File: config.mk
export PLATFORM = sky130hd
export DESIGN_NAME = ecc_fault_ctl
export DESIGN_NICKNAME = d
export VERILOG_FILES = /design/src/rtl/ecc_fault_ctl.sv
export SDC_FILE = /design/constraint.sdc
export NUM_CORES = 1
export LEC_CHECK = 0
export BUFFER_PORTS_ARGS = -buffer_cell sky130_fd_sc_hd__buf_2
export CAP_MARGIN = 20
export CORE_MARGIN = 2
export CORE_UTILIZATION = 37
export CTS_BUF_LIST = sky130_fd_sc_hd__clkbuf_2
export DETAILED_ROUTE_END_ITERATION = 10
export GPL_TIMING_DRIVEN = 0
export HOLD_SLACK_MARGIN = 0.03
export PLACE_DENSITY = 0.64
export SYNTH_ARGS = -nofsm -noshare
export SYNTH_HDL_FRONTEND = slang
export SYNTH_SLANG_ARGS = --single-unit
File: constraint.sdc
create_clock -name clk -period 5.3 [get_ports clk]
set_clock_uncertainty 0.2 [all_clocks]
set_input_delay 1.59 -clock clk [delete_from_list [all_inputs] [get_ports clk]]
set_output_delay 1.59 -clock clk [all_outputs]
set_load 0.02 [all_outputs]
File: src/rtl/ecc_fault_ctl.sv
module ecc_fault_ctl #(
  parameter int AW = 32,
  parameter int DW = 64,
  parameter int CW = 8,
  parameter int RAW = 4
) (
  input  logic           clk,
  input  logic           rst_n,
  input  logic           reg_we,
  input  logic [RAW-1:0] reg_addr,
  input  logic [31:0]    reg_wdata,
  input  logic [3:0]     reg_wstrb,
  output logic [31:0]    reg_rdata,
  input  logic [DW-1:0]  wr_data_in,
  input  logic [CW-1:0]  wr_chk_in,
  output logic [DW-1:0]  wr_data_out,
  output logic [CW-1:0]  wr_chk_out,
  input  logic           rd_valid,
  input  logic           rd_sbe,
  input  logic           rd_mbe,
  input  logic           rd_mse,
  input  logic [AW-1:0]  rd_addr,
  input  logic [DW-1:0]  rd_data,
  input  logic [CW-1:0]  rd_chk,
  input  logic [2:0]     rd_beat,
  input  logic [2:0]     rd_size,
  input  logic [4:0]     rd_src,
  input  logic [1:0]     rd_type,
  output logic           irq
);
  localparam int HW = DW / 2;
  localparam logic [7:0] CNT_MAX = 8'hFF;

  localparam logic [RAW-1:0] A_MHI  = RAW'(0);
  localparam logic [RAW-1:0] A_MLO  = RAW'(1);
  localparam logic [RAW-1:0] A_ICTL = RAW'(2);
  localparam logic [RAW-1:0] A_SBE  = RAW'(3);
  localparam logic [RAW-1:0] A_DET  = RAW'(4);
  localparam logic [RAW-1:0] A_DIS  = RAW'(5);
  localparam logic [RAW-1:0] A_IEN  = RAW'(6);
  localparam logic [RAW-1:0] A_CADR = RAW'(7);
  localparam logic [RAW-1:0] A_CHI  = RAW'(8);
  localparam logic [RAW-1:0] A_CLO  = RAW'(9);
  localparam logic [RAW-1:0] A_CCHK = RAW'(10);
  localparam logic [RAW-1:0] A_CATR = RAW'(11);
  localparam logic [RAW-1:0] A_CCLR = RAW'(12);

  logic [HW-1:0] mask_hi, mask_lo;
  logic [CW-1:0] mask_chk;
  logic          inj_en, mirror;
  logic [7:0]    cnt, thr;
  logic [3:0]    det;
  logic [2:0]    dis, ien;
  logic [AW-1:0] cap_addr;
  logic [DW-1:0] cap_data;
  logic [CW-1:0] cap_chk;
  logic [2:0]    cap_beat, cap_size;
  logic [4:0]    cap_src;
  logic [1:0]    cap_type;
  logic          cap_valid;

  wire [31:0] wmask = {{8{reg_wstrb[3]}}, {8{reg_wstrb[2]}}, {8{reg_wstrb[1]}}, {8{reg_wstrb[0]}}};
  function automatic logic [31:0] merge(input logic [31:0] old, input logic [31:0] wd, input logic [31:0] m);
    return (old & ~m) | (wd & m);
  endfunction

  wire wr_mhi  = reg_we && reg_addr == A_MHI;
  wire wr_mlo  = reg_we && reg_addr == A_MLO;
  wire wr_ictl = reg_we && reg_addr == A_ICTL;
  wire wr_sbe  = reg_we && reg_addr == A_SBE;
  wire wr_det  = reg_we && reg_addr == A_DET;
  wire wr_dis  = reg_we && reg_addr == A_DIS;
  wire wr_ien  = reg_we && reg_addr == A_IEN;
  wire wr_cclr = reg_we && reg_addr == A_CCLR;

  // Write path
  wire [CW-1:0] chk_src = mirror ? wr_data_in[CW-1:0] : wr_chk_in;
  assign wr_data_out = inj_en ? (wr_data_in ^ {mask_hi, mask_lo}) : wr_data_in;
  assign wr_chk_out  = inj_en ? (chk_src ^ mask_chk) : wr_chk_in;

  // Read path event decode
  wire [2:0] ev      = rd_valid ? ({rd_mse, rd_mbe, rd_sbe} & ~dis) : 3'b000;
  wire [7:0] cnt_inc = (cnt == CNT_MAX) ? cnt : cnt + 8'd1;
  wire       sbe_hit = ev[0] && (cnt_inc >= thr);
  wire [2:0] set3    = {ev[2], ev[1], sbe_hit};
  wire       multi   = (|set3) && (|det[2:0]);
  wire [3:0] w1c     = wr_det ? (reg_wdata[3:0] & wmask[3:0]) : 4'b0;

  always_ff @(posedge clk) begin
    if (!rst_n) begin
      mask_hi <= '0; mask_lo <= '0; mask_chk <= '0; inj_en <= 1'b0; mirror <= 1'b0;
      cnt <= '0; thr <= '0; det <= '0; dis <= '0; ien <= '0;
    end else begin
      if (wr_mhi) mask_hi <= merge(mask_hi, reg_wdata, wmask);
      if (wr_mlo) mask_lo <= merge(mask_lo, reg_wdata, wmask);
      if (wr_ictl) begin
        if (reg_wstrb[0]) mask_chk <= reg_wdata[7:0];
        if (reg_wstrb[1]) begin
          mirror <= reg_wdata[8];
          inj_en <= reg_wdata[9];
        end
      end
      if (wr_sbe && reg_wstrb[0])  cnt <= reg_wdata[7:0];
      else if (ev[0])              cnt <= cnt_inc;
      if (wr_sbe && reg_wstrb[1])  thr <= reg_wdata[15:8];
      det <= (det & ~w1c) | {multi, set3};
      if (wr_dis && reg_wstrb[0]) dis <= reg_wdata[2:0];
      if (wr_ien && reg_wstrb[0]) ien <= reg_wdata[2:0];
    end
  end

  // First-error capture
  wire cap_take = (|ev) && !(cap_valid && !wr_cclr);

  always_ff @(posedge clk) begin
    if (!rst_n) begin
      cap_addr <= '0; cap_data <= '0; cap_chk <= '0; cap_beat <= '0;
      cap_size <= '0; cap_src <= '0; cap_type <= '0; cap_valid <= 1'b0;
    end else if (cap_take) begin
      cap_addr <= rd_addr; cap_data <= rd_data; cap_chk <= rd_chk; cap_beat <= rd_beat;
      cap_size <= rd_size; cap_src <= rd_src; cap_type <= rd_type; cap_valid <= 1'b1;
    end else if (wr_cclr) begin
      cap_addr <= '0; cap_data <= '0; cap_chk <= '0; cap_beat <= '0;
      cap_size <= '0; cap_src <= '0; cap_type <= '0; cap_valid <= 1'b0;
    end
  end

  assign irq = |(det[2:0] & ien);

  always_comb begin
    reg_rdata = '0;
    case (reg_addr)
      A_MHI:  reg_rdata = 32'(mask_hi);
      A_MLO:  reg_rdata = 32'(mask_lo);
      A_ICTL: reg_rdata = {22'd0, inj_en, mirror, 8'(mask_chk)};
      A_SBE:  reg_rdata = {16'd0, thr, cnt};
      A_DET:  reg_rdata = {28'd0, det};
      A_DIS:  reg_rdata = {29'd0, dis};
      A_IEN:  reg_rdata = {29'd0, ien};
      A_CADR: reg_rdata = 32'(cap_addr);
      A_CHI:  reg_rdata = 32'(cap_data[DW-1:HW]);
      A_CLO:  reg_rdata = 32'(cap_data[HW-1:0]);
      A_CCHK: reg_rdata = 32'(cap_chk);
      A_CATR: reg_rdata = {cap_valid, 13'd0, cap_type, 3'd0, cap_src, 1'b0, cap_size, 1'b0, cap_beat};
      default: reg_rdata = '0;
    endcase
  end

  // Assertions
  p_inj_off_r1: assert property (@(posedge clk) disable iff (!rst_n)
    !inj_en |-> (wr_data_out == wr_data_in && wr_chk_out == wr_chk_in));

  p_cnt_sat_r5: assert property (@(posedge clk) disable iff (!rst_n)
    (cnt == CNT_MAX && !(wr_sbe && reg_wstrb[0])) |=> cnt == CNT_MAX);

  p_det_sticky_r7: assert property (@(posedge clk) disable iff (!rst_n)
    (det[1] && !(wr_det && reg_wstrb[0] && reg_wdata[1])) |=> det[1]);

  p_dis_mse_r8: assert property (@(posedge clk) disable iff (!rst_n)
    (rd_valid && dis[2] && !det[2]) |=> !det[2]);

  p_cap_hold_r9: assert property (@(posedge clk) disable iff (!rst_n)
    (cap_valid && !wr_cclr) |=> (cap_valid && $stable(cap_addr) && $stable(cap_data)));

  p_irq_src_r10: assert property (@(posedge clk) disable iff (!rst_n)
    irq |-> (|det[2:0]));
endmodule

==> results of run 1 <==
[synth_stat cells (6+ instances only)]
master,instances
inv_1,11
xnor2_1,68
nand2b_1,8
dfxtp_1,218
a31oi_1,10
a21oi_1,79
nand4_1,6
o21a_1,7
buf_6,8
o21ai_0,24
and3_1,14
nand3_1,42
buf_2,34
nand2_1,233
nor2_1,34
a22oi_1,48
clkbuf_1,49
ha_1,9
mux2i_1,28
a22o_1,129
nor2b_1,11
a222oi_1,25
[path summary, 6_finish.rpt]
kind,endpoint,slack (ns),depth (start not counted)
setup / recovery,reg_rdata[6],0.004,9
hold / removal,register,0.28,2
setup reg to reg,det[0],2.11,8
hold reg to reg,register,0.28,2
[routing by layer]
| layer | part of all wire (%) | track usage [%] |
|---|---|---|
| met1 | 43 | 39.5 |
| met2 | 46 | 46.4 |
| met3 | 8.3 | 5.33 |
| met4 | 2.2 | 8.18 |
| met5 | 0 | 0 |
[where the power goes]
part / switching, mW / total [mW] / internal (mW)
combinational: 0.288 / 0.487 / 0.199
clock: 0.700 / 1.14 / 0.438
sequential: 0.0514 / 1.76 / 1.70
total: 1.04 / 3.38 / 2.34
[cell families after synthesis]
family | Yosys count
AND/OR/NAND/NOR | 373
AO/OA/AOI/OAI | 352
flip-flops | 218
buffers and inverters | 111
XOR/XNOR | 70
multiplexers | 33
adder cells (fa/ha/maj) | 9
[layout make-up]
class / count / share of cell area (%)
antenna: 3 / 0.0579
buffer: 99 / 4.14
clock buffer: 79 / 3.05
clock inverter: 9 / 0.463
inverter: 12 / 0.347
multi-input combinational: 837 / 41.5
sequential: 218 / 33.6
tap: 372 / 3.59
timing repair buffer: 341 / 13.2
[stage by stage]
stage	setup slack, ns	hold slack (ns)	power (mW)	util (%)
2_1_floorplan	0.581	0.241	2.02	-
3_3_place_gp	-0.520	0.258	2.26	45.8
3_5_place_dp	-0.463	0.262	2.27	45.8
4_1_cts	0.0240	0.276	3.39	47.8
5_1_grt	-0.0135	0.296	3.51	47.9
6_report	0.00445	0.276	3.38	47.9
[worst min-delay path, cell delays in order (launching register included)]
cell and delay [ns]:
dfxtp_1 0.33, nand2_1 0.05, a21oi_1 0.05
[timing repair]
action / 4_1_cts / 5_1_grt
buffers inserted: 0 / 1
hold buffers: 0 / 0
endpoints found under the setup margin: 32 / 15
resized for setup: 25 / 5
==> impl_metrics.csv, run 1 <==
group,metric,value,unit
grt,overflow,0,
synthesis,postSynthCellCount,1166,
setup_path,slowest_stage,"a222oi_1",
synthesis,yosysSeqAreaShare,42.6,%
floorplanning,rows,60,
synthesis,synth_top_family_by_area,"compound AO/OA/AOI/OAI gates",
routing,drtIter0Drc,1266,
timing,finalCritPeriodShare,99.9,%
floorplanning,die_width,170,microns
floorplanning,io_pins,341,
floorplanning,start_util,37.8,%
outcome,status,"finished clean",
routing,routed_wirelength,43.8,mm
floorplanning,dieArea,0.0291,sq mm
setup_path,cp-start-kind,"input port",
power_and_ir_drop,vdd.ir_drop.worst,0.000132,V
layout,syn2layout_area_growth,26.5,%
routing,firstDrtPassIters,6,
clock_tree,cts-htree-levels,2,
synthesis,netlist.area_leader.share,42.6,%
clock_tree,clock_latency,0.84,ns
layout,layout-drive-gt1-share,30.5,%
timing,tightest_slew,0.817,ns
timing,max_freq,189,MHz
setup_path,timing.rr.start,"cnt[0]",
min_path,hold_class,"register to register",
routing,antenna_left,0,
setup_path,path_common_cell,"buf_2",
synthesis,synthTopCellsByArea,"dfxtp_1 43%, a22o_1 11%, nand2_1 8.5%",
timing,rsz0062_at_grt,"yes",
synthesis,synth_area,0.0103,sq mm
synthesis,synthFlopType,"dfxtp_1",
setup_path,cpLargestDelayFamily,"buffers and inverters",
timing,slew_viol_final,0,
timing,maxSlewHeadroom,45.5,%
grt,grt_first_pass_wirelength,62.6,mm
clock_tree,cts_buffers,56,
layout,layout_common_cells,"366 x buf_2, 233 x nand2_1, 218 x dfxtp_1",
setup_path,critPathKind,"input port to primary output",
setup_path,crit_chain,"buf_2 > buf_2 > clkbuf_4 > buf_2 > nand3b_1 > o21ai_0 > a222oi_1 > nand3_1 > buf_2",
power_and_ir_drop,leakage,5.51,nW
routing,drt-vias-per-instance,5.55,
routing,wl_per_cell,22.2,microns
synthesis,synth_compound_area_share,25.6,%
setup_path,critPathArrivalTime,3.51,ns
synthesis,synth.area.mux_share,3.28,%
timing,setup_tns,0,ns
synthesis,synth_edf_count,0,
synthesis,synth_nets,1411,
grt,grt_pass1_vias,10400,
layout,fin_area,0.0130,sq mm
floorplanning,dieHeight,170,microns
layout,final_cells,1970,
routing,drc,0,
clock_tree,root_buffer,"clkbuf_2",
setup_path,cpPeakStageDelay,0.29,ns
layout,nets,1810,
flow_run,cap_violations,0,
layout,final_common_cell,"buf_2",
synthesis,yosysWarnings,0,
synthesis,yosysTopAreaCell,"dfxtp_1",
setup_path,cp_max_fo,10,
setup_path,endpoint_kind,"primary output",
synthesis,avgSynthCellArea,8.79,sq um
setup_path,crit_start,"reg_addr[1]",
placed_design,place.gp.congestion,0.942,
grt,grt_max_degree,15,
layout,multiInputGateArea,0.00539,sq mm
setup_path,required,3.51,ns
grt,antenna_found_initial,3,
layout,n_fill_cell,2789,
routing,via_count,10900,
clock_tree,clk_pin_slew,0.10,ns
synthesis,yosys.area_share.xor_xnor,5.98,%
synthesis,synthSimpleGateAreaFrac,16.3,%
grt,track_usage,28.8,%
layout,seq_area,0.00436,sq mm
synthesis,netlist-cell-type-count,57,
clock_tree,clock-sinks,218,
floorplanning,core_area,0.0271,sq mm
synthesis,synthArstFlopShare,0,%
timing,setup_violations,0,
power_and_ir_drop,power_density,261,mW/mm^2
timing,min_period,5.30,ns
placed_design,dp.cells,1878,
placed_design,io_buffers,340,
synthesis,ys_ff_latch,218,
clock_tree,clockBufferDepth,3,
timing,hold_viol,0,
synthesis,synth_adder_area_share,1.10,%
placed_design,place_area,0.0124,sq mm
clock_tree,cts_tree,"built",
placed_design,dp_hpwl,33.1,mm
setup_path,cp.buffers_inverters,5,
Note: power is estimated with default switching activity, not from simulation.
==> inputs of run 2 (changes only) <==
- CTS_BUF_LIST: sky130_fd_sc_hd__clkbuf_2 -> sky130_fd_sc_hd__clkbuf_4 sky130_fd_sc_hd__clkbuf_8 sky130_fd_sc_hd__clkbuf_16
==> impl_metrics.csv, run 2 (synthesis gave the netlist of run 1 again) <==
group,metric,value,unit
timing,hold_viol,0,
floorplanning,die_width,170,microns
outcome,status,"finished clean",
setup_path,endpoint_kind,"primary output",
layout,nets,1782,
routing,drtIter0Drc,1120,
clock_tree,root_buffer,"clkbuf_16",
setup_path,cp_max_fo,10,
timing,setup_violations,0,
timing,max_freq,189,MHz
clock_tree,clock_latency,0.52,ns
layout,final_common_cell,"buf_2",
clock_tree,clk_pin_slew,0.05,ns
timing,finalCritPeriodShare,99.8,%
grt,grt_max_degree,13,
timing,setup_tns,0,ns
timing,setup_ws,0.00805,ns
timing,rsz0062_at_grt,"yes",
setup_path,critPathKind,"input port to primary output",
placed_design,dp_hpwl,33.1,mm
routing,routed_wirelength,43.5,mm
layout,syn2layout_area_growth,30.2,%
floorplanning,rows,60,
grt,overflow,0,
grt,track_usage,28.6,%
routing,via_count,10800,
grt,antenna_found_initial,3,
clock_tree,cts_tree,"built",
power_and_ir_drop,total_power,3.97,mW
timing,min_period,5.29,ns
layout,layout-drive-gt1-share,29.0,%
timing,tightest_slew,0.844,ns
placed_design,place.gp.congestion,0.942,
clock_tree,clockBufferDepth,3,
floorplanning,start_util,37.8,%
placed_design,io_buffers,340,
placed_design,dp.cells,1878,
setup_path,required,3.51,ns
routing,antenna_left,0,
routing,drc,0,
timing,slew_viol_final,0,
layout,final_cells,1926,
min_path,hold_class,"register to register",
grt,grt_first_pass_wirelength,62.3,mm
clock_tree,ctsHoldBuffers,0,
flow_run,cap_violations,0,
power_and_ir_drop,power_density,298,mW/mm^2
floorplanning,core_area,0.0271,sq mm
clock_tree,clock-sinks,218,
power_and_ir_drop,leakage,5.57,nW
clock_tree,cts_buffers,25,
placed_design,post-place-ws,-0.463,ns
floorplanning,io_pins,341,
grt,grt_pass1_vias,10100,
routing,drt-vias-per-instance,5.60,
layout,layout_common_cells,"366 x buf_2, 233 x nand2_1, 218 x dfxtp_1",
setup_path,reg2regPathDepth,8,
setup_path,cp-start-kind,"input port",
routing,wl_per_cell,22.6,microns
timing,maxSlewHeadroom,43.7,%
routing,firstDrtPassIters,7,
clock_tree,cts-htree-levels,1,
floorplanning,dieHeight,170,microns
floorplanning,dieArea,0.0291,sq mm
power_and_ir_drop,vdd.ir_drop.worst,0.000235,V
setup_path,critPathArrivalTime,3.50,ns
min_path,holdPathStages,2,
-- run 2: changes by cell type in the layout (fill, tap and decap cells not counted), sizes merged --
cell | before | now
clkbuf | 131 | 87
buf | 388 | 391
clkinv | 8 | 5
bufinv | 1 | 2
inv | 12 | 11
-- run 2: repair_timing --
action / 4_1_cts / 5_1_grt
pin swaps: 0 / 0
resized for setup: 25 / 5
endpoints found under the setup margin: 32 / 14
setup buffers: 0 / 4
-- run 2: metrics by stage --
stage | util (%) | hold WS, ns | instance area, sq um
after CTS | 49.1 | 0.274 | 13300
after floorplan | - | 0.241 | 10300
final | 49.3 | 0.271 | 13400
after detailed placement | 45.8 | 0.262 | 12400
after global placement | 45.8 | 0.258 | 12400
after global routing | 49.3 | 0.295 | 13300
-- run 2: area by class of cell --
cell class                 count  area [sq um]
fill                        2684         13700
multi-input combinational    837          5390
sequential                   218          4360
timing repair buffer         344          1730
clock buffer                  35           732
buffer                        99           537
tap                          372           465
clock inverter                 6          80.1
inverter                      12          45.0
antenna                        3          7.51
-- run 2: routing by layer --
metal	vias to the layer above	global-route usage (%)	part of all wire, %
met4	0	7.43	2.3
met2	529	46.6	46
met5	-	0	0
met1	5210	39.6	44
met3	62	4.26	7.3
li1	4990	-	-
-- run 2: power by group --
part	total, mW	internal (mW)	switching [mW]
Combinational	0.490	0.200	0.289
Clock	1.73	1.05	0.678
Sequential	1.76	1.71	0.0511
-- run 2: final timing paths --
check	startpoint	end	slack [ns]
setup / recovery	reg_addr[0]	reg_rdata[7]	0.008
hold / removal	register	register	0.27
setup reg to reg	cnt[0]	det[0]	2.13
hold reg to reg	register	register	0.27
-- run 2: worst max-delay path, cell delays in order --
cell      delay (ns)
buf_2           0.14
buf_2           0.26
and4b_1         0.28
buf_2           0.35
clkbuf_4        0.37
a22oi_1         0.18
nand3_1         0.14
buf_2           0.18
